File: src/rtl/dqs_gate_pkg.sv
package dqs_gate_pkg;

    // Gate states. DRAIN: enable has dropped, waiting for the last falling
    // edge of the current burst.
    typedef enum logic [1:0] {
        GATE_SHUT  = 2'd0,
        GATE_OPEN  = 2'd1,
        GATE_DRAIN = 2'd2
    } gate_state_e;

    function automatic int half_burst(input int burst_len);
        return burst_len / 2;
    endfunction

    function automatic int count_width(input int n);
        return (n > 1) ? $clog2(n) : 1;
    endfunction

endpackage

File: src/rtl/strobe_fall_det.sv
module strobe_fall_det (
    input  logic clk,
    input  logic rst,
    input  logic strobe_in,
    output logic fall
);
    logic strobe_q;

    always_ff @(posedge clk) begin
        if (rst) strobe_q <= 1'b0;
        else     strobe_q <= strobe_in;
    end

    // a low sample that follows a high sample
    assign fall = strobe_q & ~strobe_in;

endmodule

File: src/rtl/enable_shaper.sv
module enable_shaper (
    input  logic clk,
    input  logic rst,
    input  logic rx_en,
    output logic mod_en
);
    logic en_d;

    always_ff @(posedge clk) begin
        if (rst) en_d <= 1'b0;
        else     en_d <= rx_en;
    end

    // rises together with the registered enable, falls one clock sooner
    assign mod_en = rx_en & en_d;

    a_r5_mod_en_early_drop: assert property (@(posedge clk) disable iff (rst)
        (en_d && !rx_en) |-> !mod_en);

endmodule

File: src/rtl/half_burst_counter.sv
module half_burst_counter #(
    parameter int HALF  = 2,
    parameter int CNT_W = 1
) (
    input  logic clk,
    input  logic rst,
    input  logic active,
    input  logic fall,
    output logic at_max
);
    localparam logic [CNT_W-1:0] MAX_V = CNT_W'(HALF - 1);

    logic [CNT_W-1:0] cnt;

    always_ff @(posedge clk) begin
        if (rst)          cnt <= '0;
        else if (!active) cnt <= '0;
        else if (fall)    cnt <= (cnt == MAX_V) ? '0 : cnt + CNT_W'(1);
    end

    assign at_max = (cnt == MAX_V);

    a_r6_within_range: assert property (@(posedge clk) disable iff (rst)
        cnt <= MAX_V);
    a_r6_zero_when_shut: assert property (@(posedge clk) disable iff (rst)
        !active |-> cnt == '0);
    a_r6_hold_without_fall: assert property (@(posedge clk) disable iff (rst)
        (active && !fall) |=> $stable(cnt));

endmodule

File: src/rtl/gate_fsm.sv
module gate_fsm
    import dqs_gate_pkg::*;
(
    input  logic        clk,
    input  logic        rst,
    input  logic        mod_en,
    input  logic        fall,
    input  logic        at_max,
    output gate_state_e state
);
    gate_state_e nxt;
    logic        finish;

    // close only on the last falling edge of a burst with enable low
    assign finish = fall & at_max & ~mod_en;

    always_comb begin
        nxt = state;
        unique case (state)
            GATE_SHUT:  if (mod_en) nxt = GATE_OPEN;
            GATE_OPEN:  if (finish) nxt = GATE_SHUT;
                        else if (!mod_en) nxt = GATE_DRAIN;
            GATE_DRAIN: if (mod_en) nxt = GATE_OPEN;
                        else if (finish) nxt = GATE_SHUT;
            default:    nxt = GATE_SHUT;
        endcase
    end

    always_ff @(posedge clk) begin
        if (rst) state <= GATE_SHUT;
        else     state <= nxt;
    end

    a_r7_no_close_while_enabled: assert property (@(posedge clk) disable iff (rst)
        (state != GATE_SHUT && mod_en) |=> state != GATE_SHUT);
    a_r8_close_needs_last_edge: assert property (@(posedge clk) disable iff (rst)
        (state != GATE_SHUT && !(fall && at_max)) |=> state != GATE_SHUT);

endmodule

File: src/rtl/dqs_gate_ctrl.sv
module dqs_gate_ctrl
    import dqs_gate_pkg::*;
#(
    parameter int BURST_LEN = 4
) (
    input  logic clk,
    input  logic rst,
    input  logic rx_en,
    input  logic strobe_in,
    output logic strobe_gated,
    output logic gate_open
);
    localparam int HALF  = half_burst(BURST_LEN);
    localparam int CNT_W = count_width(HALF);

    logic        fall;
    logic        mod_en;
    logic        at_max;
    gate_state_e state;

    strobe_fall_det u_fall (
        .clk       (clk),
        .rst       (rst),
        .strobe_in (strobe_in),
        .fall      (fall)
    );

    enable_shaper u_shape (
        .clk    (clk),
        .rst    (rst),
        .rx_en  (rx_en),
        .mod_en (mod_en)
    );

    half_burst_counter #(
        .HALF  (HALF),
        .CNT_W (CNT_W)
    ) u_cnt (
        .clk    (clk),
        .rst    (rst),
        .active (gate_open),
        .fall   (fall),
        .at_max (at_max)
    );

    gate_fsm u_fsm (
        .clk    (clk),
        .rst    (rst),
        .mod_en (mod_en),
        .fall   (fall),
        .at_max (at_max),
        .state  (state)
    );

    assign gate_open    = (state != GATE_SHUT);
    // pass while open, hold low while shut
    assign strobe_gated = strobe_in & gate_open;

    initial begin
        a_r6_even_burst: assert (BURST_LEN >= 2 && BURST_LEN % 2 == 0);
    end

    a_r3_opens_after_two_edges: assert property (@(posedge clk) disable iff (rst)
        (!gate_open && rx_en && $past(rx_en) && !$past(rst)) |=> gate_open);
    a_r3_open_needs_enable: assert property (@(posedge clk) disable iff (rst)
        ($rose(gate_open) && !$past(rst)) |-> $past(rx_en));
    a_r9_steady_enable_keeps_open: assert property (@(posedge clk) disable iff (rst)
        (gate_open && rx_en && $past(rx_en) && !$past(rst)) |=> gate_open);
    a_r10_close_after_fall: assert property (@(posedge clk) disable iff (rst)
        ($fell(gate_open) && !$past(rst)) |-> (!$past(strobe_in) && $past(strobe_in, 2)));

endmodule

File: config.mk
export PLATFORM = sky130hd
export DESIGN_NAME = dqs_gate_ctrl
export DESIGN_NICKNAME = d
export VERILOG_FILES = /design/src/rtl/dqs_gate_pkg.sv /design/src/rtl/strobe_fall_det.sv /design/src/rtl/enable_shaper.sv /design/src/rtl/half_burst_counter.sv /design/src/rtl/gate_fsm.sv /design/src/rtl/dqs_gate_ctrl.sv
export SDC_FILE = /design/constraint.sdc
export NUM_CORES = 1
export LEC_CHECK = 0
export BUFFER_PORTS_ARGS = -buffer_cell sky130_fd_sc_hd__buf_2
export CORE_AREA = 2 2 39 41
export DETAILED_ROUTE_END_ITERATION = 10
export DIE_AREA = 0 0 41 43
export PLACE_DENSITY = 0.34
export SLEW_MARGIN = 20
export SYNTH_ARGS = -nofsm -noshare
export SYNTH_HDL_FRONTEND = slang
export SYNTH_SLANG_ARGS = --single-unit
File: constraint.sdc
create_clock -name clk -period 0.8 [get_ports clk]
set_input_delay 0.08 -clock clk [delete_from_list [all_inputs] [get_ports clk]]
set_output_delay 0.08 -clock clk [all_outputs]
set_load 0.03 [all_outputs]
# Word level (Yosys, flattened, before mapping)
# Index checks and enable logic that the tools add are counted.
word_totals:
  input_bits: 4
  ff_bits: 5
  word_cells: 29
  out_inout_bits: 2
op_classes:
  n_reduce_logical: 4
  addsub: 1
  mux: 7
  bitwise: 8
  n_eq_ne: 5
op_table:
  columns: ["cell", "count"]
  rows:
  - ["2-bit two-way mux", 5]
  - ["2-bit case mux with 3 select lines", 1]
  - ["1-bit bitwise AND", 5]
  - ["3-bit by 1-bit inequality test with 1-bit output (second input constant)", 1]
  - ["3-bit inequality test (second input constant)", 1]
  - ["1-bit NOT", 3]
  - ["3-bit AND reduction", 1]
  - ["2-bit by 1-bit equality test with 1-bit output (second input constant)", 1]
  - ["2-bit equality test (second input constant)", 1]
  - ["2-bit logical NOT", 1]
  - ["2-bit by 1-bit inequality test with 1-bit output (second input constant)", 1]
  - ["2-bit nonzero test", 1]
  - ["2-bit OR reduction", 1]
  - ["1-bit adder (second input constant)", 1]
  - ["1-bit two-way mux", 1]

# Depth between registers and ports, before layout
# Gate-level depths: netlist (run 1).
depth:
  word_depth: 7
  ltp_mapped: 3
  depth_no_buf: 3

# By module
# A second synthesis (run 1) with hierarchy kept.
hier_totals:
  cells_unflattened: 17
  hier_area_um2: 205.2
by_module_without_submodules:
  columns: ["module", "cells_per_inst", "seq_area_each_um2", "instances", "area_each_um2"]
  rows:
  - ["gate_fsm", 6, 40.0, 1, 75.1]
  - ["half_burst_counter", 3, 20.0, 1, 41.3]
  - ["enable_shaper", 3, 20.0, 1, 40.0]
  - ["strobe_fall_det", 3, 20.0, 1, 35.0]
  - ["dqs_gate_ctrl", 2, 0.0, 1, 13.8]

# Least setup slack after synthesis (run 1)
# Ideal clock, no wire load.
synth_timing:
  path_kind: "register to register"
  startpoint: "reg u_fall.strobe_q"
  endpoint: "reg u_fsm.state[1]"
  path_stages_with_launch: 4
  synth_period_minus_slack_ps: 902
  t_arrival_ps: 829
  path_buffers: 0
  required_ps: 727
  path_slack_ps: -102
  setup_ps: 73
  cell_sequence: "dfxtp_1 nor2b_1 a221o_1 nor3_2"
synth_between:
  elab_chain_len: 5
  word_cells_on_any_way: 8
  cone_classes: "eq/ne (2); mux (2); bitwise (3); reduce/logical (1)"
synth_lines:
  columns: ["element", "line_no", "text"]
  rows:
  - ["start, declared", "strobe_fall_det.sv:7", "logic strobe_q;"]
  - ["start signal, assigned", "strobe_fall_det.sv:11", "else strobe_q <= strobe_in;"]
  - ["1-bit bitwise AND *", "strobe_fall_det.sv:15", "assign fall = strobe_q & ~strobe_in;"]
  - ["1-bit bitwise AND * (2 in series)", "gate_fsm.sv:15", "assign finish = fall & at_max & ~mod_en;"]
  - ["3-bit by 1-bit inequality test with 1-bit output (no source line) (tied with other cells)", null, null]
  - ["3-bit AND reduction (no source line) / 2-bit case mux with 3 select lines (equally long branches)", null, null]
  - ["end signal, assigned", "gate_fsm.sv:31", "else state <= nxt;"]
  - ["end, declared", "gate_fsm.sv:9", "output gate_state_e state"]
# Mark *: on every way between the ends. The rest lies on a longest branch, timed or not.
# A chain may end at the register's enable or synchronous reset.

# Final worst setup path (run 1)
layout_timing:
  startpoint: "reg u_fsm.state[1]"
  endpoint: "out gate_open"
layout_between:
  elab_chain_len: 1
layout_lines:
  columns: ["element", "line_no", "text"]
  rows:
  - ["2-bit nonzero test", "dqs_gate_ctrl.sv:55", "assign gate_open = (state != GATE_SHUT);"]
  - ["end, declared", "dqs_gate_ctrl.sv:11", "output logic gate_open"]
# Every way passes these cells.

==> results of run 1 <==
## where the power goes
group | total, uW | internal, uW | leakage (uW) | switching, uW
Clock | 289 | 188 | 0.0000150 | 101
Combinational | 68.6 | 37.3 | 0.0000746 | 31.4
Sequential | 265 | 260 | 0.0000419 | 5.01
Total | 622 | 485 | 0.000131 | 137
## per-stage QoR
| stage | setup slack, ns | cell area (sq um) | total power (uW) |
|---|---|---|---|
| after global placement | -0.117 | 245 | 321 |
| final | -0.163 | 310 | 622 |
| after floorplan | -0.0922 | 185 | 296 |
| after CTS | -0.177 | 310 | 642 |
| after detailed placement | -0.126 | 245 | 322 |
| after global routing | -0.230 | 310 | 682 |
## cell families (layout without fill, tap and decap cells)
logic type	after synthesis	in the layout	synth area share [%]
flops	5	5	55.6
simple gates	10	10	31.9
xor+xnor	1	1	4.86
buf+inv	1	12	2.08
compound gates	1	1	5.56
## worst paths after layout
| kind | from | to | depth (start not counted) |
|---|---|---|---|
| max | u_fsm.state[1] | gate_open | 3 |
| min | rst | u_fall.strobe_q | 2 |
| max reg2reg | u_fall.strobe_q | u_fsm.state[1] | 3 |
| min reg2reg | u_shape.en_d | u_fsm.state[0] | 2 |
## final cells by class
| cell class | count | area share (%) |
|---|---|---|
| clock buffers | 4 | 8.47 |
| inverters | 1 | 1.21 |
| multi-input cells | 12 | 32.7 |
| flip-flops and latches | 5 | 33.1 |
| well taps | 16 | 6.45 |
| repair buffers | 7 | 18.1 |
## cells in the mapped netlist
master | n | area (sq um)
dfxtp_1 | 5 | 100
nor3_1 | 1 | 5.00
nor3_2 | 1 | 10.0
nor2b_1 | 4 | 25.0
and2_1 | 1 | 6.26
nor2_1 | 2 | 7.51
nand2_1 | 1 | 3.75
a221o_1 | 1 | 10.0
inv_1 | 1 | 3.75
xnor2_1 | 1 | 8.76
## what timing repair did
action	in CTS	in global routing
gates cloned	0	0
pin swaps	3	1
endpoints found under the setup margin	4	4
gates resized for setup	11	0
## critical path: cells and delay by family, from the launching register on
| family | cells | cell delay, ns |
|---|---|---|
| buffers and inverters | 2 | 0.19 |
| and+or+nand+nor | 1 | 0.13 |
| DFF | 1 | 0.32 |
## registers in the layout, indices dropped and copies added, names as in the netlist
name,flops
u_fsm.state,2
u_fall.strobe_q,1
u_cnt.at_max,1
u_shape.en_d,1
## metal layers
layer / vias up / GRT usage [%]
li1: 80 / -
met3: 0 / 8.38
met2: 7 / 8.13
met4: 0 / 8.00
met5: - / 0
met1: 74 / 5.81
==> flow_metrics.tcl, run 1 <==
set metrics [dict create \
    status "finished with violations" \
    violations "setup timing" \
    critical_path_class "flop to primary output" \
    io_pins 6 \
    end_kind "primary output" \
    vias 161 \
    power.density_mw_per_mm2 2010 \
    postCtsHoldBufs 0 \
    drive_above_1_share_pct 58.6 \
    slew_headroom_pct 90.7 \
    antenna_found_initial 0 \
    fin_worst_skew_ns 0.00209 \
    fp.dieW_um 41 \
    rsz0062_at_grt "yes" \
    peakVddDrop_mv 0.846 \
    gp_congestion 0.649 \
    yosys_warnings 0 \
    ys_seq_area_share_pct 55.6 \
    grt_overflow 0 \
    area_delta_synth_final_pct 72.2 \
    grt_pass1_vias 181 \
    cts_tree "yes" \
    die_height_um 43 \
    netlist_area_sq_um 180 \
    tns_ns -0.428 \
    grt_pass1_wl_um 696 \
    clock.fmax_ghz 1.04 \
    slowest_stage "dfxtp_2" \
    wl_per_cell_um 7.67 \
    fin_cells 45 \
    drt_first_pass_iters 3 \
    synth.avg_cell_area_sq_um 10.0 \
    drtIter0Drc 4 \
    multiInputGateArea_sq_um 101 \
    period_share_pct 120 \
    ys_types 10 \
    timing.hold.ws_ns 0.0481 \
    timing.final.ws_setup_ns -0.163 \
    cap_violations 0 \
    dieArea_sq_mm 0.00176 \
    htreeDepth 1 \
    r2r_slack_ns -0.08 \
    grt_use_total_pct 7.24 \
    critPathMaxFanout 3 \
    clockRootBuffer "clkbuf_4" \
    ant_nets 0 \
    placeableCoreArea_sq_mm 0.00138 \
    portBuffers 5 \
    rows 14 \
    dr_wl_met2_um 159 \
    utilization_pct 22.4 \
    start_util_pct 13.0 \
    cp-start-kind "flop" \
    syn_nets 22 \
    worstSkewPairLatency_ns 0.24 \
    hold_class "input port to flop" \
    seq_area_sq_um 103 \
    highest_layer "met3" \
    cp.required_ns 0.72 \
    cp_slowest_stage_delay_ns 0.32 \
    fillers 156 \
    setup_viol 4 \
    cts.sinks 5 \
    postSynthCellCount 18 \
    final_net_count 34 \
    clock_path_buffers 2 \
    dr_wl_met3_um 41 \
    post_cts_buffers 0 \
    final_cell_mix "clkbuf_4, buf_2, buf_6, dfxtp_1" \
    path_clk_slew_ns 0.04 \
    cts_made_buffers 3 \
    dpl.cell_count 41 \
    arrival_ns 0.88 \
    fin_crit_ns 0.963 \
    synth-seq-cells 5 \
    drv_slew 0 \
    drt-total-wl_um 345 \
    worstPathCellList "nor2_4 -> inv_1 -> buf_6" \
    via_per_inst 3.58 \
    worstMarginPinSlew_ns 0.138 \
    detail_route.drc_violations 0 \
    grt_max_degree 5 \
    wl_met1_um 144 \
    hold_violations 0 \
    p_leak_uw 0.000131 \
    hpwl_um 274 \
    antenna_cells 0 \
]
(Power assumes the default switching activity.)
==> run 2: changes to the inputs <==
--- a/config.mk
+++ b/config.mk
@@ -9,6 +9,7 @@
 export CORE_AREA = 2 2 39 41
 export DETAILED_ROUTE_END_ITERATION = 10
 export DIE_AREA = 0 0 41 43
+export GPL_TIMING_DRIVEN = 0
 export PLACE_DENSITY = 0.34
 export SLEW_MARGIN = 20
 export SYNTH_ARGS = -nofsm -noshare
==> run 2 against run 1 <==
Sequential power about the same. Critical path type unchanged. Power fell by 2.1%. Cell area decreased by 6.0%. The flow still finishes with violations (setup timing). Fmax is 3.8% lower. Highest routed layer unchanged.
==> flow_metrics.tcl, run 2 (same netlist as run 1, synthesis figures left out) <==
set metrics [dict create \
    highest_layer "met3" \
    regMostFlops "u_fsm.state" \
    path_clk_slew_ns 0.04 \
    crit_family "flip-flops" \
    cp.required_ns 0.72 \
    hold_violations 0 \
    peakVddDrop_mv 0.922 \
    clockRootBuffer "clkbuf_4" \
    drt_first_pass_iters 1 \
    io_pins 6 \
    setup_viol 3 \
    start_util_pct 13.0 \
    p_leak_uw 0.000121 \
    fin_cells 44 \
    drv_slew 0 \
    rsz0062_at_grt "yes" \
    final_cell_mix "clkbuf_4, buf_2, dfxtp_1" \
    gp_congestion 0.615 \
    dpl.cell_count 39 \
    area_delta_synth_final_pct 61.8 \
    grt_max_degree 5 \
    period_share_pct 125 \
    cts_made_buffers 3 \
    antenna_found_initial 0 \
    portBuffers 5 \
    r2r_slack_ns -0.07 \
    arrival_ns 0.92 \
    slowest_stage "dfxtp_2" \
    dieArea_sq_mm 0.00176 \
    largest_register_ffs 2 \
    hpwl_um 243 \
    dr_wl_met3_um 31 \
    placeableCoreArea_sq_mm 0.00138 \
    cp_slowest_stage_delay_ns 0.32 \
    critical_path_class "flop to primary output" \
    cp-start-kind "flop" \
    wl_met1_um 148 \
    fp.dieW_um 41 \
    fin_crit_ns 1.00 \
    end_kind "primary output" \
    status "finished with violations" \
    antenna_cells 0 \
    die_height_um 43 \
    htreeDepth 1 \
    drtIter0Drc 0 \
    violations "setup timing" \
    worstMarginPinSlew_ns 0.156 \
    hold_class "input port to flop" \
    slew_headroom_pct 89.5 \
    grt_use_total_pct 5.72 \
    grt_pass1_wl_um 565 \
    critPathMaxFanout 4 \
    drive_above_1_share_pct 57.1 \
    cap_violations 0 \
    dr_wl_met2_um 141 \
    drt-total-wl_um 321 \
    fin_worst_skew_ns 0.000637 \
    wl_per_cell_um 7.30 \
    p_total_uw 610 \
    fillers 150 \
    ant_nets 0 \
    via_per_inst 3.43 \
    tns_ns -0.456 \
    final_net_count 33 \
    worstSkewPairLatency_ns 0.24 \
    rows 14 \
    grt_pass1_vias 147 \
    detail_route.drc_violations 0 \
    clock.fmax_ghz 0.999 \
    timing.final.ws_setup_ns -0.201 \
    worstPathCellList "nor2_4 -> nor2b_2 -> buf_6" \
    path_buf_inv 1 \
    cts_tree "yes" \
    power.density_mw_per_mm2 2090 \
    clock_path_buffers 2 \
    vias 151 \
    grt_overflow 0 \
    cts.sinks 5 \
]
## run 2: changes by cell type in the layout (fill, tap and decap cells not counted), sizes merged
cell,previous run,this run
buf,7,6
## run 2: final timing paths
path | startpoint | endpoint | depth (start not counted)
max | u_fsm.state[0] | strobe_gated | 3
min | rst | u_fall.strobe_q | 2
max reg2reg | u_fall.strobe_q | u_fsm.state[1] | 3
min reg2reg | u_shape.en_d | u_fsm.state[0] | 2
## run 2: report_power, final
group,internal [uW],switching [uW]
combinational,32.4,30.0
clock,188,94.9
sequential,260,4.65
total,480,130
## run 2: cell type report
class,instances,area [sq um],share of cell area [%]
flip-flops and latches,5,103,35.2
multi-input cells,12,93.8,32.2
repair buffers,6,45.0,15.5
clock buffers,4,26.3,9.01
well taps,16,20.0,6.87
inverters,1,3.75,1.29
## run 2: metrics by stage
step	setup slack, ns	hold slack (ns)	area, sq um	util (%)
after global routing	-0.251	0.0392	292	21.1
after floorplan	-0.0922	0.152	185	-
after CTS	-0.233	0.0330	283	20.4
final	-0.201	0.0428	292	21.1
after global placement	-0.123	0.289	230	16.6
after detailed placement	-0.142	0.293	230	16.6
## run 2: per-layer routing
metal  track usage, %  up-vias
li1                 -       78
met1             5.77       66
met2             5.63        7
met3             7.85        0
met4             4.00        0
met5                0        -
## run 2: repair_timing
item                       CTS  global route
gates resized for setup      8             2
setup endpoints to repair    4             4
pin swaps                    2             1
cloned                       0             0
setup buffers                0             1
hold buffers                 0             0
